## src/rtl/melody_pkg.sv

```systemverilog
package melody_pkg;
  localparam int unsigned DIV_W  = 11;
  localparam int unsigned IDX_W  = 4;
  localparam int unsigned CODE_W = 4;

  typedef struct packed {
    logic [DIV_W-1:0]  preset;
    logic [CODE_W-1:0] code;
    logic              high;
  } note_attr_t;

  function automatic note_attr_t note_lookup(input logic [IDX_W-1:0] idx);
    note_attr_t a;
    case (idx)
      4'd1:    a = '{preset: 11'd773,  code: 4'd1, high: 1'b0};
      4'd2:    a = '{preset: 11'd912,  code: 4'd2, high: 1'b0};
      4'd3:    a = '{preset: 11'd1036, code: 4'd3, high: 1'b0};
      4'd4:    a = '{preset: 11'd1116, code: 4'd4, high: 1'b0};
      4'd5:    a = '{preset: 11'd1290, code: 4'd5, high: 1'b0};
      4'd6:    a = '{preset: 11'd1372, code: 4'd6, high: 1'b0};
      4'd7:    a = '{preset: 11'd1410, code: 4'd7, high: 1'b0};
      4'd8:    a = '{preset: 11'd1480, code: 4'd1, high: 1'b1};
      4'd9:    a = '{preset: 11'd1542, code: 4'd2, high: 1'b1};
      4'd10:   a = '{preset: 11'd1622, code: 4'd3, high: 1'b1};
      4'd11:   a = '{preset: 11'd1668, code: 4'd4, high: 1'b1};
      4'd12:   a = '{preset: 11'd139,  code: 4'd1, high: 1'b0};
      4'd13:   a = '{preset: 11'd347,  code: 4'd2, high: 1'b0};
      4'd14:   a = '{preset: 11'd533,  code: 4'd3, high: 1'b0};
      4'd15:   a = '{preset: 11'd615,  code: 4'd4, high: 1'b0};
      default: a = '{preset: 11'd2047, code: 4'd0, high: 1'b0};
    endcase
    return a;
  endfunction

  // Score contents: four beats per note, a rest every eighth note slot.
  function automatic logic [IDX_W-1:0] score_entry(input int unsigned addr);
    int unsigned q;
    q = addr >> 2;
    if ((q % 8) == 7) return '0;
    return IDX_W'(((3 * q) % 11) + 1);
  endfunction
endpackage

```

## src/rtl/melody_beat_edge.sv

```systemverilog
module melody_beat_edge #(
  parameter int STAGES = 2
) (
  input  logic clk,
  input  logic rst_n,
  input  logic beat_async,
  output logic beat_rise
);
  logic [STAGES:0] chain_q;
  logic [STAGES:0] chain_d;

  always_comb begin
    chain_d = {chain_q[STAGES-1:0], beat_async};
  end

  always_ff @(posedge clk or negedge rst_n) begin
    if (!rst_n) chain_q <= '0;
    else        chain_q <= chain_d;
  end

  // chain_q[STAGES-1] is the synchronized level; chain_q[STAGES] its delayed copy.
  assign beat_rise = chain_q[STAGES-1] & ~chain_q[STAGES];
endmodule

```

## src/rtl/melody_score.sv

```systemverilog
module melody_score
  import melody_pkg::*;
#(
  parameter int ADDR_W = 7
) (
  input  logic             clk,
  input  logic             rst_n,
  input  logic             step_en,
  output logic [ADDR_W-1:0] addr,
  output logic [IDX_W-1:0]  entry
);
  logic [ADDR_W-1:0] addr_q;
  logic [ADDR_W-1:0] addr_d;

  always_comb begin
    addr_d = addr_q;
    if (step_en) addr_d = addr_q + 1'b1;   // natural wrap after last entry
  end

  always_ff @(posedge clk or negedge rst_n) begin
    if (!rst_n) addr_q <= '0;
    else        addr_q <= addr_d;
  end

  assign addr  = addr_q;
  assign entry = score_entry(int'(addr_q));
endmodule

```

## src/rtl/melody_tone_div.sv

```systemverilog
module melody_tone_div #(
  parameter int W = 11
) (
  input  logic         clk,
  input  logic         rst_n,
  input  logic [W-1:0] preset,
  output logic         full,
  output logic         spk
);
  localparam logic [W-1:0] TOP = {W{1'b1}};

  logic [W-1:0] cnt_q, cnt_d;
  logic         full_q, full_d;
  logic         fdly_q;
  logic         spk_q, spk_d;

  always_comb begin
    if (cnt_q == TOP) begin
      cnt_d  = preset;
      full_d = 1'b1;
    end else begin
      cnt_d  = cnt_q + 1'b1;
      full_d = 1'b0;
    end
    spk_d = spk_q;
    if (full_q && !fdly_q) spk_d = ~spk_q;
  end

  always_ff @(posedge clk or negedge rst_n) begin
    if (!rst_n) begin
      cnt_q  <= '0;
      full_q <= 1'b0;
      fdly_q <= 1'b0;
      spk_q  <= 1'b0;
    end else begin
      cnt_q  <= cnt_d;
      full_q <= full_d;
      fdly_q <= full_q;
      spk_q  <= spk_d;
    end
  end

  assign full = full_q;
  assign spk  = spk_q;
endmodule

```

## src/rtl/melody_tone_gen.sv

```systemverilog
module melody_tone_gen
  import melody_pkg::*;
#(
  parameter int ADDR_W      = 7,
  parameter int KEYS        = 8,
  parameter int SYNC_STAGES = 2
) (
  input  logic            clk,
  input  logic            rst_n,
  input  logic            beat_in,
  input  logic            play,
  input  logic            manual,
  input  logic [KEYS-1:0] keys,
  output logic            spk_out,
  output logic [CODE_W-1:0] note_code,
  output logic            note_high
);
  logic [1:0]         rst_pipe_q;
  logic               rst_ok;
  logic               beat_rise;
  logic               beat_adv;
  logic [ADDR_W-1:0]  score_addr;
  logic [IDX_W-1:0]   score_idx;
  logic [IDX_W-1:0]   key_idx;
  logic [IDX_W-1:0]   sel_d, sel_q;
  note_attr_t         attr;
  logic               div_full;

  // Reset: asserted at once, released after two clock edges.
  always_ff @(posedge clk or negedge rst_n) begin
    if (!rst_n) rst_pipe_q <= '0;
    else        rst_pipe_q <= {rst_pipe_q[0], 1'b1};
  end
  assign rst_ok = rst_pipe_q[1];

  melody_beat_edge #(.STAGES(SYNC_STAGES)) u_beat (
    .clk(clk), .rst_n(rst_ok), .beat_async(beat_in), .beat_rise(beat_rise)
  );

  assign beat_adv = beat_rise & play;

  melody_score #(.ADDR_W(ADDR_W)) u_score (
    .clk(clk), .rst_n(rst_ok), .step_en(beat_adv),
    .addr(score_addr), .entry(score_idx)
  );

  // Lowest-numbered pressed key wins.
  always_comb begin
    key_idx = '0;
    for (int k = KEYS - 1; k >= 0; k--) begin
      if (keys[k]) key_idx = IDX_W'(k + 1);
    end
  end

  always_comb begin
    if (manual)    sel_d = key_idx;
    else if (play) sel_d = score_idx;
    else           sel_d = '0;
  end

  always_ff @(posedge clk or negedge rst_ok) begin
    if (!rst_ok) sel_q <= '0;
    else         sel_q <= sel_d;
  end

  assign attr = note_lookup(sel_q);

  melody_tone_div #(.W(DIV_W)) u_div (
    .clk(clk), .rst_n(rst_ok), .preset(attr.preset),
    .full(div_full), .spk(spk_out)
  );

  assign note_code = attr.code;
  assign note_high = attr.high;
endmodule

```

## config.mk

```make
export PLATFORM = sky130hd
export DESIGN_NAME = melody_tone_gen
export DESIGN_NICKNAME = d
export VERILOG_FILES = /design/src/rtl/melody_pkg.sv /design/src/rtl/melody_beat_edge.sv /design/src/rtl/melody_score.sv /design/src/rtl/melody_tone_div.sv /design/src/rtl/melody_tone_gen.sv
export SDC_FILE = /design/constraint.sdc
export NUM_CORES = 1
export LEC_CHECK = 0
export BUFFER_PORTS_ARGS = -buffer_cell sky130_fd_sc_hd__buf_2
export CAP_MARGIN = 0
export CORE_ASPECT_RATIO = 1.2
export CORE_UTILIZATION = 55
export DETAILED_ROUTE_END_ITERATION = 8
export HOLD_SLACK_MARGIN = 0.12
export PLACE_DENSITY = 0.75
export SETUP_SLACK_MARGIN = 0.3
export SLEW_MARGIN = 20
export SYNTH_ARGS = -nofsm -noshare
export SYNTH_HDL_FRONTEND = slang
export SYNTH_SLANG_ARGS = --single-unit
```

## constraint.sdc

```tcl
create_clock -name clk -period 1.06 [get_ports clk]
set_input_delay 0.053 -clock clk [delete_from_list [all_inputs] [get_ports clk]]
set_output_delay 0.053 -clock clk [all_outputs]
set_load 0.02 [all_outputs]
```

==> results of run 1 <==
## logic make-up after synthesis
logic type / Yosys count
compound gates: 90
fa+ha+maj: 21
flops: 30
simple gates: 122
mux: 5
buf+inv: 30
xor+xnor: 24
other cells: 2
## per-layer routing
| layer | GRT overflow | global-route usage [%] |
|---|---|---|
| met5 | 0 | 0 |
| met4 | 1 | 67.4 |
| met3 | 0 | 34.4 |
| met2 | 0 | 88.6 |
| met1 | 0 | 61.9 |
## per-stage QoR
stage / setup TNS [ps] / setup slack [ps] / cell area, um^2 / std cells
2_1_floorplan: -17430 / -4260 / 3050 / 324
3_3_place_gp: -16920 / -3990 / 3980 / 505
3_5_place_dp: -18250 / -4250 / 3980 / 505
4_1_cts: -19720 / -4180 / 4740 / 552
## repair_timing
action,4_1_cts
endpoints found under the hold margin,4
endpoints found under the setup margin,28
gates cloned,1
pin swaps,39
resized for setup,81
hold buffers,5
buffers inserted,33
==> impl_metrics.py, run 1 <==
metrics = {
    "synth": {
        "ys.flop_type": "dfrtp_1",
        "synth_xor_area_share_pct": 7.51,
        "synth_nets": 358,
        "synth.cell_area_um2": 2800,
        "synthSimpleGateAreaFrac_pct": 24.6,
        "synthArstFlopShare_pct": 100,
        "synth_top_family_by_area": "simple AND/OR/NAND/NOR gates",
        "synth_top_cell_by_area": "dfrtp_1",
        "synth_cell_types": 81,
        "ys_top_cells_by_area": "dfrtp_1 27%, ha_1 8.9%, o21ai_0 4.8%",
        "synth-edff-count": 0,
        "yosysMostFrequentCell": "nand2_1",
        "muxShareOfSynthArea_pct": 1.97,
        "synth_top_area_share_pct": 26.8,
        "ys_ff_latch": 30,
        "synth_compound_area_share_pct": 23.7,
        "synth-adder-area-share_pct": 9.66,
        "ys_warn_count": 0,
        "post_synth_inst_count": 324,
        "seq_area_frac_synth_pct": 26.8,
        "synth_common_cells": "34 x nand2_1, 30 x dfrtp_1, 27 x o21ai_0",
        "synth_area_per_cell_um2": 8.63,
    },
    "cts": {
        "clk_path_buf_depth": 2,
        "clock_sinks": 30,
        "cts_inserted_buffers": 5,
        "h-tree-depth": 2,
        "clockRootBuffer": "clkbuf_8",
    },
    "status": {
        "status": "aborted with a tool error",
        "error": "[ERROR GRT-0116] Global routing finished with congestion. Check the congestion regions in the DRC Viewer.",
        "lastStage": "5_1_grt",
    },
    "die": {
        "die_w_um": 67.1,
        "rows": 28,
        "num_io_pins": 19,
        "die_h_um": 80.1,
        "initial_core_util_pct": 57.0,
    },
    "place": {
        "numPortBuffers": 17,
        "gp_congestion": 0.951,
        "dp_hpwl_mm": 6.14,
    },
    "grt": {
        "grt_pass1_wl_mm": 24.5,
        "grt_pass1_vias": 4519,
        "grt_max_degree": 29,
        "track_usage_pct": 63.2,
        "overflow": 1,
    },
}
==> inputs of run 2 (changes only) <==
--- a/config.mk
+++ b/config.mk
@@ -7,12 +7,9 @@
 export LEC_CHECK = 0
 export BUFFER_PORTS_ARGS = -buffer_cell sky130_fd_sc_hd__buf_2
 export CAP_MARGIN = 0
-export CORE_ASPECT_RATIO = 1.2
-export CORE_UTILIZATION = 55
+export CORE_UTILIZATION = 40
 export DETAILED_ROUTE_END_ITERATION = 8
-export HOLD_SLACK_MARGIN = 0.12
-export PLACE_DENSITY = 0.75
-export SETUP_SLACK_MARGIN = 0.3
+export PLACE_DENSITY_LB_ADDON = 0.15
 export SLEW_MARGIN = 20
 export SYNTH_ARGS = -nofsm -noshare
 export SYNTH_HDL_FRONTEND = slang
==> constraint.sdc (replaced) <==
create_clock -name clk -period 1.4 [get_ports clk]
set_input_delay 0.07 -clock clk [delete_from_list [all_inputs] [get_ports clk]]
set_output_delay 0.07 -clock clk [all_outputs]
set_load 0.02 [all_outputs]
==> run 2 against run 1 <==
  * The flow now finishes, with violations (negative setup slack)
  * Synthesized cell count stayed put
  * Area after synthesis stayed put
==> impl_metrics.py, run 2 <==
metrics = {
    "critical_path": {
        "start_kind": "flip-flop",
        "r2r_slack_ps": -3840,
        "path_class": "reg2reg",
        "critPathMaxFanout": 4,
        "crit_path_end": "sel_q[2]",
        "r2r_start": "u_score.addr[3]",
        "reg2reg_depth": 27,
        "crit_path_end_kind": "flip-flop",
        "critPathArrivalTime_ps": 5390,
        "crit_start": "u_score.addr[3]",
        "crit_required_ps": 1550,
        "regToRegEndpoint": "sel_q[2]",
    },
    "drt": {
        "routed_wirelength_mm": 7.03,
        "drt_iter0_drc": 93,
        "drtPass1Iterations": 4,
        "ant_nets": 0,
        "routedWlPerCell_um": 13.2,
        "dr_total_vias": 2766,
        "drc_errors": 0,
        "vias_per_cell": 5.21,
    },
    "layout": {
        "num_antenna_cells": 0,
        "regMostFlops": "u_div.cnt_q",
        "areaGrowthSynthToFinish_pct": 44.9,
        "final_cell_mix": "114 x buf_4, 31 x nand2_1, 27 x dfrtp_1, 22 x o21ai_0, 18 x nor2_1",
        "final_cell_area_um2": 4050,
        "layout.nets": 484,
        "layout_commonest_cell": "buf_4",
        "drive_above_1_share_pct": 44.3,
        "largest_reg_flops": 11,
    },
    "power_and_ir_drop": {
        "leakage_nw": 1.89,
        "power_frac_seq_pct": 18.0,
        "power.clock.fraction_pct": 10.6,
        "p_switching_w": 0.00333,
        "internal-power_w": 0.00465,
        "p_total_w": 0.00798,
        "p_per_area_nw_per_um2": 1970,
        "p_sw_share_pct": 41.7,
        "peakVddDrop_v": 0.00209,
        "power.share.combinational_pct": 71.5,
    },
    "place": {
        "dpl_cell_area_um2": 3680,
        "numPortBuffers": 17,
        "dp_hpwl_mm": 5.43,
        "gp_congestion": 0.844,
    },
    "synth": {
        "synth-edff-count": 0,
        "synth_common_cells": "34 x nand2_1, 30 x dfrtp_1, 27 x o21ai_0",
        "synth_top_cell_by_area": "dfrtp_1",
        "synth_nets": 358,
        "synth_cell_types": 81,
        "yosysMostFrequentCell": "nand2_1",
        "synthArstFlopShare_pct": 100,
        "ys_top_cells_by_area": "dfrtp_1 27%, ha_1 8.9%, o21ai_0 4.8%",
        "ys_warn_count": 0,
        "synth_top_area_share_pct": 26.8,
        "post_synth_inst_count": 324,
        "synth_area_per_cell_um2": 8.63,
        "synth.cell_area_um2": 2800,
        "ys.flop_type": "dfrtp_1",
        "seq_area_frac_synth_pct": 26.8,
        "ys_ff_latch": 30,
    },
    "grt": {
        "grt_use_met1_pct": 26.3,
        "grt_max_degree": 29,
        "grt_pass1_vias": 2670,
        "antenna_found_initial": 0,
        "met2_usage_pct": 35.1,
        "overflow": 0,
        "use_met3_pct": 3.08,
        "grt_pass1_wl_mm": 12.0,
        "grt-busiest-layer": "met2",
        "track_usage_pct": 20.0,
    },
    "sta": {
        "setup_violations": 5,
        "fin_skew_ps": 5.63,
        "grt_setup_unrepaired": "true",
        "holdWs_ps": 58.7,
        "fmax_mhz": 191,
        "fin_crit_ps": 5240,
        "drv_slew": 0,
        "timing.final.ws_setup_ps": -3840,
        "finalHoldViolCount": 0,
        "post-route-period-util_pct": 374,
    },
    "cts": {
        "clock_sinks": 30,
        "cts_inserted_buffers": 5,
        "clock_latency_ps": 280,
        "clkSlewWorstSetupHoldPaths_ps": 70,
        "clk_path_buf_depth": 2,
        "clockRootBuffer": "clkbuf_8",
        "cts_tree": "yes",
        "h-tree-depth": 2,
    },
    "status": {
        "violations": "negative setup slack",
        "status": "finished, violations left",
    },
    "die": {
        "initial_core_util_pct": 41.4,
        "die_w_um": 85.6,
        "rows": 30,
        "num_io_pins": 19,
        "die_h_um": 85.6,
        "die_area_um2": 7330,
        "core_area_um2": 6760,
    },
    "run": {
        "cap_violations": 0,
    },
    "worst_hold_path": {
        "hp-class": "in2reg",
    },
}
==> run 2: cells by family (layout without fill, tap and decap cells) <==
kind of cell	count (synthesis)	after routing	share of synthesized area [%]
compound gates	90	90	23.7
xor+xnor	24	24	7.51
mux	5	5	1.97
flops	30	30	26.8
other cells	2	2	0.268
buf+inv	30	157	5.50
simple gates	122	122	24.6
fa+ha+maj	21	21	9.66
==> run 2: timing repair <==
item | CTS | global route
setup endpoints to repair | 10 | 16
gates resized for setup | 11 | 20
setup buffers | 8 | 11
hold buffers | 2 | 0
hold endpoints to repair | 3 | 0
pin swaps | 9 | 9
==> run 2: layout make-up <==
cell class,count,area (um^2)
inverter,17,66.3
tap,80,100
clock inverter,3,40.0
clock buffer,5,68.8
sequential,30,754
fill,605,2700
multi-input combinational,264,2060
timing repair buffer,132,962
==> run 2: per-stage QoR <==
stage,instances,utilization (%),TNS (ps),setup slack [ps]
after floorplan,324,-,-14190,-3920
after global placement,503,54.4,-13310,-3670
after detailed placement,503,54.4,-13930,-3880
after CTS,521,58.0,-13830,-3810
after global routing,531,60.0,-14910,-4070
final,531,60.0,-13960,-3840
==> run 2: worst min-delay path by stage <==
stage,startpoint,to,slack (ps),cells past startpoint
after CTS,keys[0],sel_q[0],50,3
after global placement,rst_n,rst_pipe_q[1],-140,1
final,keys[0],sel_q[0],60,3
after floorplan,rst_n,rst_pipe_q[0],-230,0
after detailed placement,rst_n,rst_pipe_q[1],-140,1
after global routing,keys[0],sel_q[0],70,3
==> run 2: metal layers <==
layer / vias to the layer above / routed length (um)
met5: - / 0
li1: 1421 / -
met2: 31 / 3490
met3: 4 / 154
met4: 0 / 39
met1: 1310 / 3350
==> run 2: power groups by stage <==
stage               logic [W]  clock network [W]  registers (W)
detailed placement    0.00483                  0        0.00144
floorplan             0.00293                  0        0.00146
global route          0.00625           0.000906        0.00148
CTS                   0.00536           0.000868        0.00143
global placement      0.00473                  0        0.00142
finish                0.00570           0.000842        0.00143
==> run 2: critical path, cell delays in order, from the launching register on <==
cell      delay (ps)
dfrtp_2          450
ha_4             180
fa_2             340
and3b_4          210
o31a_4           280
o211a_4          240
inv_4             60
ha_4             190
buf_4            130
nand2b_1         170
o211ai_2         190
and2_2           180
nand2_2           70
inv_2             70
ha_4             140
a211oi_2          30
a31oi_1          210
a31oi_1          130
xor2_1           210
inv_1            100
ha_4             180
nor3_4           170
o21ai_4          100
xnor2_2          190
ha_4             170
xor2_1           170
and4_1           200
or3_1            350
No activity file was read; power rests on OpenSTA's default activity.
